`config.mk`:
```
export PLATFORM = sky130hd
export DESIGN_NAME = hpt_addr_gen
export DESIGN_NICKNAME = d
export VERILOG_FILES = /design/src/rtl/hpt_pkg.sv /design/src/rtl/hpt_seg_file.sv /design/src/rtl/hpt_seg_decode.sv /design/src/rtl/hpt_hash_gen.sv /design/src/rtl/hpt_outcome.sv /design/src/rtl/hpt_addr_gen.sv
export SDC_FILE = /design/constraint.sdc
export NUM_CORES = 1
export LEC_CHECK = 0
export ABC_CLOCK_PERIOD_IN_PS = 3150
export BUFFER_PORTS_ARGS = -buffer_cell sky130_fd_sc_hd__buf_2
export CORE_ASPECT_RATIO = 1.4
export CORE_UTILIZATION = 50
export DETAILED_ROUTE_END_ITERATION = 8
export PLACE_DENSITY_LB_ADDON = 0.2
export SLEW_MARGIN = 20
export SYNTH_ARGS = -nofsm -noshare
export SYNTH_HDL_FRONTEND = slang
export SYNTH_HIERARCHICAL = 1
export SYNTH_SLANG_ARGS = --single-unit
```
`constraint.sdc`:
```
create_clock -name clk -period 3.15 [get_ports clk]
set_input_delay 0 -clock clk [delete_from_list [all_inputs] [get_ports clk]]
set_output_delay 0 -clock clk [all_outputs]
set_load 0.01 [all_outputs]
```
`src/rtl/hpt_pkg.sv`:
```
package hpt_pkg;

   typedef enum logic [2:0] {
      ACC_INT   = 3'd0,
      ACC_CODE  = 3'd1,
      ACC_FLOAT = 3'd2,
      ACC_RES   = 3'd3,
      ACC_CACHE = 3'd4,
      ACC_EXT   = 3'd5
   } acc_e;

   localparam logic [2:0] ST_CACHE_NOP = 3'b000;
   localparam logic [2:0] ST_PAGE      = 3'b001;
   localparam logic [2:0] ST_DS_OK     = 3'b010;
   localparam logic [2:0] ST_NOEXEC    = 3'b101;
   localparam logic [2:0] ST_DS_DENY   = 3'b110;
   localparam logic [2:0] ST_DS_BAD    = 3'b100;

endpackage

```
`src/rtl/hpt_seg_file.sv`:
```
module hpt_seg_file #(
   parameter int NUM_SEG = 16,
   parameter int SEG_W   = 32,
   localparam int IDX_W  = $clog2(NUM_SEG)
) (
   input  logic             clk,
   input  logic             rst_n,
   input  logic             wr_en,
   input  logic [IDX_W-1:0] wr_idx,
   input  logic [SEG_W-1:0] wr_data,
   input  logic [IDX_W-1:0] rd_idx,
   output logic [SEG_W-1:0] rd_data
);

   logic [SEG_W-1:0] seg_q [NUM_SEG];

   if (NUM_SEG < 2 || (1 << IDX_W) != NUM_SEG) begin : g_bad_depth
      $error("hpt_seg_file: NUM_SEG must be a power of two of at least 2");
   end

   for (genvar g = 0; g < NUM_SEG; g++) begin : g_entry
      always_ff @(posedge clk or negedge rst_n) begin
         if (!rst_n)
            seg_q[g] <= '0;
         else if (wr_en && wr_idx == IDX_W'(g))
            seg_q[g] <= wr_data;
      end
   end

   assign rd_data = seg_q[rd_idx];

   // a write is present in its entry one cycle later
   a_r1_write_lands: assert property (@(posedge clk) disable iff (!rst_n)
      wr_en |=> seg_q[$past(wr_idx)] == $past(wr_data));

endmodule

```
`src/rtl/hpt_seg_decode.sv`:
```
module hpt_seg_decode #(
   parameter int SEG_W    = 32,
   parameter int DS_BIT   = 31,
   parameter int KSUP_BIT = 30,
   parameter int KUSR_BIT = 29,
   parameter int NX_BIT   = 28,
   parameter int VSID_W   = 24
) (
   input  logic [SEG_W-1:0]  seg,
   input  logic              user,
   output logic              key,
   output logic              ds,
   output logic              nx,
   output logic [VSID_W-1:0] vsid
);

   if (VSID_W > NX_BIT || DS_BIT >= SEG_W) begin : g_bad_layout
      $error("hpt_seg_decode: descriptor fields overlap or exceed width");
   end

   assign key  = user ? seg[KUSR_BIT] : seg[KSUP_BIT];
   assign ds   = seg[DS_BIT];
   assign nx   = seg[NX_BIT];
   assign vsid = seg[VSID_W-1:0];

endmodule

```
`src/rtl/hpt_hash_gen.sv`:
```
module hpt_hash_gen #(
   parameter int ADDR_W    = 32,
   parameter int SEL_W     = 4,
   parameter int PAGE_BITS = 12,
   parameter int VSID_W    = 24,
   parameter int HASH_SH   = 6,
   parameter int ORG_SH    = 16,
   parameter int HTAB_W    = 9,
   parameter int TAG_SH    = 7,
   parameter int API_DROP  = 10
) (
   input  logic [ADDR_W-1:0] ea,
   input  logic [VSID_W-1:0] vsid,
   input  logic [ADDR_W-1:0] base,
   output logic [ADDR_W-1:0] pri_addr,
   output logic [ADDR_W-1:0] sec_addr,
   output logic [ADDR_W-1:0] tag
);

   localparam int OFF_W    = ADDR_W - SEL_W;
   localparam int PIDX_W   = OFF_W - PAGE_BITS;
   localparam int HASH_W   = ORG_SH + HTAB_W - HASH_SH;
   localparam int LOW_ONES = ORG_SH - HASH_SH;

   if (VSID_W < HASH_W || VSID_W < PIDX_W) begin : g_bad_vsid
      $error("hpt_hash_gen: identifier narrower than hash or page index");
   end
   if (ORG_SH + HTAB_W > ADDR_W || LOW_ONES < 1) begin : g_bad_mask
      $error("hpt_hash_gen: table mask does not fit the address");
   end
   if (VSID_W + TAG_SH > ADDR_W || PIDX_W - API_DROP > TAG_SH) begin : g_bad_tag
      $error("hpt_hash_gen: tag fields do not fit");
   end

   logic [PIDX_W-1:0] pidx;
   logic [VSID_W-1:0] mix;
   logic [HASH_W-1:0] h_pri, h_sec, h_mask;
   logic [ADDR_W-1:0] origin;

   assign pidx   = ea[OFF_W-1:PAGE_BITS];
   assign mix    = vsid ^ VSID_W'(pidx);
   assign h_pri  = mix[HASH_W-1:0];
   assign h_sec  = ~h_pri;
   assign h_mask = {base[HTAB_W-1:0], {LOW_ONES{1'b1}}};
   assign origin = {base[ADDR_W-1:ORG_SH], {ORG_SH{1'b0}}};

   assign pri_addr = origin | (ADDR_W'(h_pri & h_mask) << HASH_SH);
   assign sec_addr = origin | (ADDR_W'(h_sec & h_mask) << HASH_SH);
   assign tag      = (ADDR_W'(vsid) << TAG_SH) | ADDR_W'(pidx >> API_DROP);

endmodule

```
`src/rtl/hpt_outcome.sv`:
```
module hpt_outcome
   import hpt_pkg::*;
#(
   parameter bit NX_ENABLE = 1'b1
) (
   input  logic       ds,
   input  logic       nx,
   input  logic       key,
   input  logic [2:0] acc,
   input  logic       write,
   output logic [2:0] status,
   output logic       use_page,
   output logic       real_is_ea
);

   logic nx_fault;

   if (NX_ENABLE) begin : g_nx_on
      assign nx_fault = nx && (acc == ACC_CODE);
   end else begin : g_nx_off
      assign nx_fault = 1'b0;
   end

   always_comb begin
      status     = ST_DS_BAD;
      use_page   = 1'b0;
      real_is_ea = 1'b0;
      if (ds) begin
         unique case (acc)
            ACC_INT: begin
               if (write ? !key : key) begin
                  status = ST_DS_DENY;
               end else begin
                  status     = ST_DS_OK;
                  real_is_ea = 1'b1;
               end
            end
            ACC_CACHE: begin
               status     = ST_CACHE_NOP;
               real_is_ea = 1'b1;
            end
            default: status = ST_DS_BAD;
         endcase
      end else if (nx_fault) begin
         status = ST_NOEXEC;
      end else begin
         status   = ST_PAGE;
         use_page = 1'b1;
      end
   end

endmodule

```
`src/rtl/hpt_addr_gen.sv`:
```
module hpt_addr_gen
   import hpt_pkg::*;
#(
   parameter int ADDR_W    = 32,
   parameter int NUM_SEG   = 16,
   parameter int PAGE_BITS = 12,
   parameter int VSID_W    = 24,
   parameter int HASH_SH   = 6,
   parameter int ORG_SH    = 16,
   parameter int HTAB_W    = 9,
   parameter int TAG_SH    = 7,
   parameter int API_DROP  = 10,
   parameter bit NX_ENABLE = 1'b1
) (
   input  logic        clk,
   input  logic        rst_n,
   input  logic        sr_wr_en,
   input  logic [3:0]  sr_wr_idx,
   input  logic [31:0] sr_wr_data,
   input  logic [31:0] tbl_base,
   input  logic        in_valid,
   input  logic [31:0] in_ea,
   input  logic [2:0]  in_acc,
   input  logic        in_write,
   input  logic        in_user,
   output logic        out_valid,
   output logic [2:0]  out_status,
   output logic        out_key,
   output logic [31:0] out_pri_addr,
   output logic [31:0] out_sec_addr,
   output logic [31:0] out_tag,
   output logic [31:0] out_real
);

   localparam int SEL_W = $clog2(NUM_SEG);

   if (ADDR_W != 32 || SEL_W != 4) begin : g_bad_top
      $error("hpt_addr_gen: port widths fixed at 32-bit address and 16 segments");
   end

   logic [ADDR_W-1:0] seg_word;
   logic              key_c, ds_c, nx_c, use_page_c, real_ea_c;
   logic [VSID_W-1:0] vsid_c;
   logic [ADDR_W-1:0] pri_c, sec_c, tag_c;
   logic [2:0]        status_c;

   hpt_seg_file #(.NUM_SEG(NUM_SEG), .SEG_W(ADDR_W)) i_seg_file (
      .clk     (clk),
      .rst_n   (rst_n),
      .wr_en   (sr_wr_en),
      .wr_idx  (sr_wr_idx),
      .wr_data (sr_wr_data),
      .rd_idx  (in_ea[ADDR_W-1 -: SEL_W]),
      .rd_data (seg_word)
   );

   hpt_seg_decode #(.SEG_W(ADDR_W), .VSID_W(VSID_W)) i_seg_decode (
      .seg  (seg_word),
      .user (in_user),
      .key  (key_c),
      .ds   (ds_c),
      .nx   (nx_c),
      .vsid (vsid_c)
   );

   hpt_hash_gen #(
      .ADDR_W(ADDR_W), .SEL_W(SEL_W), .PAGE_BITS(PAGE_BITS), .VSID_W(VSID_W),
      .HASH_SH(HASH_SH), .ORG_SH(ORG_SH), .HTAB_W(HTAB_W),
      .TAG_SH(TAG_SH), .API_DROP(API_DROP)
   ) i_hash_gen (
      .ea       (in_ea),
      .vsid     (vsid_c),
      .base     (tbl_base),
      .pri_addr (pri_c),
      .sec_addr (sec_c),
      .tag      (tag_c)
   );

   hpt_outcome #(.NX_ENABLE(NX_ENABLE)) i_outcome (
      .ds         (ds_c),
      .nx         (nx_c),
      .key        (key_c),
      .acc        (in_acc),
      .write      (in_write),
      .status     (status_c),
      .use_page   (use_page_c),
      .real_is_ea (real_ea_c)
   );

   always_ff @(posedge clk or negedge rst_n) begin
      if (!rst_n) begin
         out_valid    <= 1'b0;
         out_status   <= ST_CACHE_NOP;
         out_key      <= 1'b0;
         out_pri_addr <= '0;
         out_sec_addr <= '0;
         out_tag      <= '0;
         out_real     <= '1;
      end else begin
         out_valid <= in_valid;
         if (in_valid) begin
            out_status   <= status_c;
            out_key      <= key_c;
            out_pri_addr <= use_page_c ? pri_c : '0;
            out_sec_addr <= use_page_c ? sec_c : '0;
            out_tag      <= use_page_c ? tag_c : '0;
            out_real     <= real_ea_c ? in_ea : '1;
         end
      end
   end

   // one strobe per request, one cycle later
   a_r10_valid_follows: assert property (@(posedge clk) disable iff (!rst_n)
      in_valid |=> out_valid);
   a_r10_no_spurious: assert property (@(posedge clk) disable iff (!rst_n)
      !in_valid |=> !out_valid);
   a_r10_hold: assert property (@(posedge clk) disable iff (!rst_n)
      !in_valid |=> $stable(out_real) && $stable(out_status) && $stable(out_pri_addr));
   // a rejected fetch carries no addresses
   a_r7_noexec_clean: assert property (@(posedge clk) disable iff (!rst_n)
      out_valid && out_status == ST_NOEXEC |-> out_pri_addr == '0 && out_real == '1);
   // secondary hash bits in the always-unmasked range mirror the primary
   a_r5_sec_mirror: assert property (@(posedge clk) disable iff (!rst_n)
      out_valid && out_status == ST_PAGE |->
         &(out_pri_addr[ORG_SH-1:HASH_SH] ^ out_sec_addr[ORG_SH-1:HASH_SH]));
   // translated access leaves the real address invalid
   a_r11_page_real: assert property (@(posedge clk) disable iff (!rst_n)
      out_valid && out_status == ST_PAGE |-> out_real == '1);
   // granted direct-store access passes the effective address through
   a_r9_ds_real: assert property (@(posedge clk) disable iff (!rst_n)
      out_valid && out_status == ST_DS_OK |-> out_real == $past(in_ea));

endmodule

```
Word-level counts from Yosys, hierarchy flattened
Index checks and enable logic that the tools add are counted.

word-level totals
  register bits after elaboration = 645
  bits in latches = 0
  RAM bits = 0
  memory bits (read-only) = 0
  word-level logic and storage cells = 87
  memories = 0

cells by class
  add/subtract/negate cells = 0
  multiply operators = 0
  divide/modulo/power cells = 0
  order comparisons = 1
  equal/unequal tests = 17
  shift operators = 0
  muxes and demuxes = 18
  bitwise operators = 8
  reduce and logical (&&, ||, !) cells = 20

operators with widths
  cell                                                              count
  32-bit 2-to-1 mux                                                 6
  32-bit binary-select mux with 4-bit select                        1
  32-bit OR                                                         2
  19-bit AND                                                        2
  4-bit == test (second input constant)                             8
  31-bit by 6-bit OR with 31-bit output                             1
  19-bit inverter                                                   1
  19-bit by 16-bit XOR with 19-bit output                           1
  1-bit logical AND                                                 17
  4-bit by 3-bit == test with 1-bit output (second input constant)  4
  3-bit 2-to-1 mux                                                  3
  4-bit by 2-bit == test with 1-bit output (second input constant)  2
  1-bit 2-to-1 mux                                                  6
  3-bit case mux with 2 select lines                                1
  5-bit >= comparator (second input constant)                       1
  4-bit inverter with 5-bit output                                  1
  4-bit by 1-bit == test with 1-bit output (second input constant)  1
  4-bit logical NOT                                                 1
  3-bit by 1-bit == test with 1-bit output (second input constant)  1
  3-bit == test (second input constant)                             1
  3-bit logical NOT                                                 1
  1-bit case mux with 2 select lines                                1
  1-bit logical NOT                                                 1

Depth between registers and ports, before layout
  word-level depth = 11
  gate-level depth with buffers = 12

Cells and area by module
The synthesis kept the hierarchy.

modules (own cells, without submodules)
  module          times used  cells each  area each (um^2)
  hpt_seg_file    1           1405        22770.6
  hpt_addr_gen    1           563         5477.8
  hpt_hash_gen    1           112         785.8
  hpt_seg_decode  1           27          210.2
  hpt_outcome     1           8           53.8

Least setup slack after synthesis
No wires, ideal clock.

  kind = input to register
  start point = in in_ea[28]
  end point = reg out_real[0]
  setup time = 0.096 ns
  arrival = 2.669 ns
  data required time = 3.054 ns
  setup slack = 0.384 ns
  stages on the path = 10
  path buffers = 3
  cell sequence = buf_2 > buf_2 > mux4_2 > a22oi_1 > nand2_1 > mux2_4 > xor2_1 > a2111oi_2 > clkbuf_1 > a31oi_1

on the way
  longest elaborated chain between the ends = 11

RTL lines
  element                                                     RTL line              source
  start: declaration                                          hpt_addr_gen.sv:22    input logic [31:0] in_ea,
  4-bit inverter with 5-bit output (implied by the code) (*)  hpt_seg_file.sv:30    assign rd_data = seg_q[rd_idx];
  32-bit binary-select mux with 4-bit select (*)              hpt_seg_file.sv:30
  32-bit 2-to-1 mux (implied by the code) (*) (2 in series)   hpt_seg_file.sv:30
  named net seg_word[30]                                      hpt_addr_gen.sv:41    logic [ADDR_W-1:0] seg_word;
  1-bit 2-to-1 mux (*)                                        hpt_seg_decode.sv:21  assign key = user ? seg[KUSR_BIT] : seg[KSUP_BIT];
  named net key_c                                             hpt_addr_gen.sv:42    logic key_c, ds_c, nx_c, use_page_c, real_ea_c;
  1-bit logical NOT                                           hpt_outcome.sv:31     if (write ? !key : key) begin
  1-bit 2-to-1 mux (*) (2 in series)                          hpt_outcome.sv:31
  1-bit case mux with 2 select lines (*)                      hpt_outcome.sv:29     unique case (acc)
  1-bit 2-to-1 mux (*)                                        hpt_outcome.sv:28     if (ds) begin
  named net real_ea_c                                         hpt_addr_gen.sv:42
  32-bit 2-to-1 mux (*)                                       hpt_addr_gen.sv:107   out_real <= real_ea_c ? in_ea : '1;
  end signal: assignment                                      hpt_addr_gen.sv:107
  end: declaration                                            hpt_addr_gen.sv:32    output logic [31:0] out_real

Mark *: on every way through the listed nets, which the timed path passes. The rest lies on a longest branch. The select of a mux whose other input is x is not followed.
A chain may end at the register's enable or synchronous reset.

Worst setup path after layout
  start point = in in_ea[28]
  end point = reg out_real[3]

Same word-level chain as after synthesis.

==> metrics.md <==
| Metric | Value |
|---|---|
| Outcome | complete, no violations |
| Worst hold path endpoint | out_valid |
| Starting Density | 50.7% |
| PortBufs | 230 |
| # DRC | 0 |
| Clock Tree Buf Depth | 3 |
| Vias in the first global route | 17100 |
| Initial DRC count | 772 |
| R2r endpoint | out_real[3] |
| Worst-Margin Slew | 1.15 ns |
| Tmin final | 3.09 ns |
| CTS Sinks | 581 |
| Remaining antenna violation count after routing | 0 |
| Worst EP required | 3.66 ns |
| Largest net degree at the start of global routing | 138 |
| Cts bufs inserted | 56 |
| Max cap viols | 0 |
| Drt first pass iters | 5 |
| Cell count of the worst hold path | 1 |
| Overall power after layout | 20.5 mW |
| Reg-to-Reg Start | i_seg_file/seg_q[414] |
| Wire length of the first global-routing pass | 96.8 mm |
| Layout cells sized above 1 | 43.6% |
| Die ar. | 0.0540 mm² |
| Post-route setup TNS | 0 ns |
| Root Driver | clkbuf_16 |
| CTS tree | yes |
| RSZ-0062 raised after global routing | true |
| Count of final setup violators | 0 |
| Core Util, Final | 59.3% |
| Vias per cell | 5.54 |
| CTS H-tree lvls | 2 |
| Min-delay worst type | in -> reg |
| M1 GR Usage | 31.0% |
| Initial antenna violation count | 2 |
| Fmax | 323 MHz |
| Core Rows | 99 |
| WL final | 62.3 mm |
| Critical path fanouts, max | 17 |
| All-Layer GR Usage | 23.4% |
| Final Skew | 0.0211 ns |
| Die X-Extent | 197 µm |
| Die height | 275 µm |
| Max-slew violations | 0 |
| Critical Path Source Type | input pin |
| Synthesized cell area | 0.0265 mm² |
| GP Congestion | 0.780 |
| Clk slew on worst S/H paths | 0.06 ns |
| Fillers | 4127 |
| Worst-Skew Late Latency | 0.59 ns |
| Maximum vdd drop | 459 µV |
| Worst Min Path Start | in_valid |
| Core Region | 0.0523 mm² |
| Post-DP HPWL | 37.8 mm |
| Tcrit/Tclk final | 98.2% |
| Rel. slew slack | 23.5% |
| Grt peak-use layer | met2 |
| Reg-to-reg setup timing slack | 0.07 ns |
| Hold Violations, Final | 0 |
| Placed cell count | 2699 |
| Gate Count Post-Synth | 1955 |
| Drt wl/cell | 21.2 µm |
| Non-Filler Instances | 2933 |
| Worst r2r path cells | 10 |
| Register area | 0.0146 mm² |
| Met2 GRT Util | 39.6% |
| Pwr dens | 662 mW/mm² |
| GRT overflow | 0 |
| Setup CP Type | in -> reg |
| Syn-to-layout area delta | 16.8% |
| CP arrival | 3.61 ns |
| Synth warn | 6 |
| Worst setup EP type | flop |
| Leakage | 13.9 nW |
| Met3 Use GR | 4.50% |
| DR vias | 16200 |
| Area of the multi-input gates | 0.0101 mm² |
| Avg Cell Area, Syn | 13.6 µm² |
| Io pins | 242 |
| Final Net Count | 2291 |
## flip-flops by register name (all words and copies together) (netlist names)
name              flops
out_tag              32
out_valid             1
out_real             32
out_pri_addr         32
out_sec_addr         32
out_status            3
out_key               1
i_seg_file/seg_q    448
## what timing repair did
item / CTS / global route
endpoints found under the setup margin: 0 / 28
buffers inserted: 0 / 3
resized for setup: 0 / 20
hold buffers: 129 / 0
endpoints found under the hold margin: 668 / 0
## layout make-up
cell class                      count  share of cell area (%)
Clock buffer                       92                    5.41
Antenna cell                        1                 0.00807
Inverter                          149                    1.80
Timing Repair Buffer              408                    9.98
Clock inverter                      9                   0.331
Sequential cell                   581                    47.0
Tap cell                          707                    2.85
Multi-Input combinational cell    986                    32.6
## metal layers
layer / part of all wire, % / vias up
li1: - / 7231
met1: 44 / 8526
met2: 49 / 406
met3: 5.5 / 76
met4: 1.8 / 2
met5: 0.016 / -
## cell usage in the layout, fill, tap and decap left out, types with 2 or more instances in the layout
cell,n
nand2_1,30
a22oi_1,55
o21bai_1,6
buf_2,226
dfstp_2,32
nor2_4,10
clkinv_2,5
mux4_2,112
inv_1,149
dfrtp_1,549
inv_6,2
nand3b_1,3
conb_1,14
nand2b_1,2
clkbuf_1,23
dlygate4sd3_1,113
clkbuf_8,13
buf_6,2
buf_4,33
bufinv_16,2
a21o_1,12
a31oi_1,31
or3_2,3
nand3_1,97
o21ai_0,81
nor2_1,33
mux2_2,444
xor2_1,17
dlymetal6s4s_1,15
o21ai_1,15
clkbuf_16,58
nor2b_4,2
mux2_1,8
buf_12,16
## critical path, stage by stage
cell           delay, ns
dlygate4sd3_1       0.62
buf_6               0.27
mux4_2              0.54
a22oi_1             0.24
nand2_1             0.09
mux2_4              0.28
xor2_1              0.17
a2111oi_4           0.31
buf_6               0.20
clkbuf_16           0.19
a31oi_1             0.10
dlygate4sd3_1       0.58
## power breakdown
group          switching [mW]  internal (mW)
registers               0.770           9.10
clock network            2.77           3.78
logic                    1.80           2.29
## per-stage QoR
stage          hold slack (ns)  setup slack (ns)  area, µm²
5_1_grt                 0.0650           -0.0625      31000
3_5_place_dp            0.0842             0.390      27800
2_1_floorplan           -0.296             0.424      26600
3_3_place_gp            0.0822             0.383      27800
6_report                0.0155            0.0573      31000
4_1_cts                0.00560            0.0488      30900
## worst max path at each step
| stage | startpoint | cells past startpoint | endpoint |
|---|---|---|---|
| floorplan | in_ea[28] | 10 | out_real[0] |
| global placement | in_ea[28] | 9 | out_sec_addr[11] |
| detailed placement | in_ea[28] | 9 | out_sec_addr[11] |
| CTS | i_seg_file/seg_q[414] | 9 | out_real[13] |
| global route | i_seg_file/seg_q[414] | 10 | out_real[3] |
| finish | in_ea[28] | 12 | out_real[3] |
No activity file was read; power rests on OpenSTA's default activity.
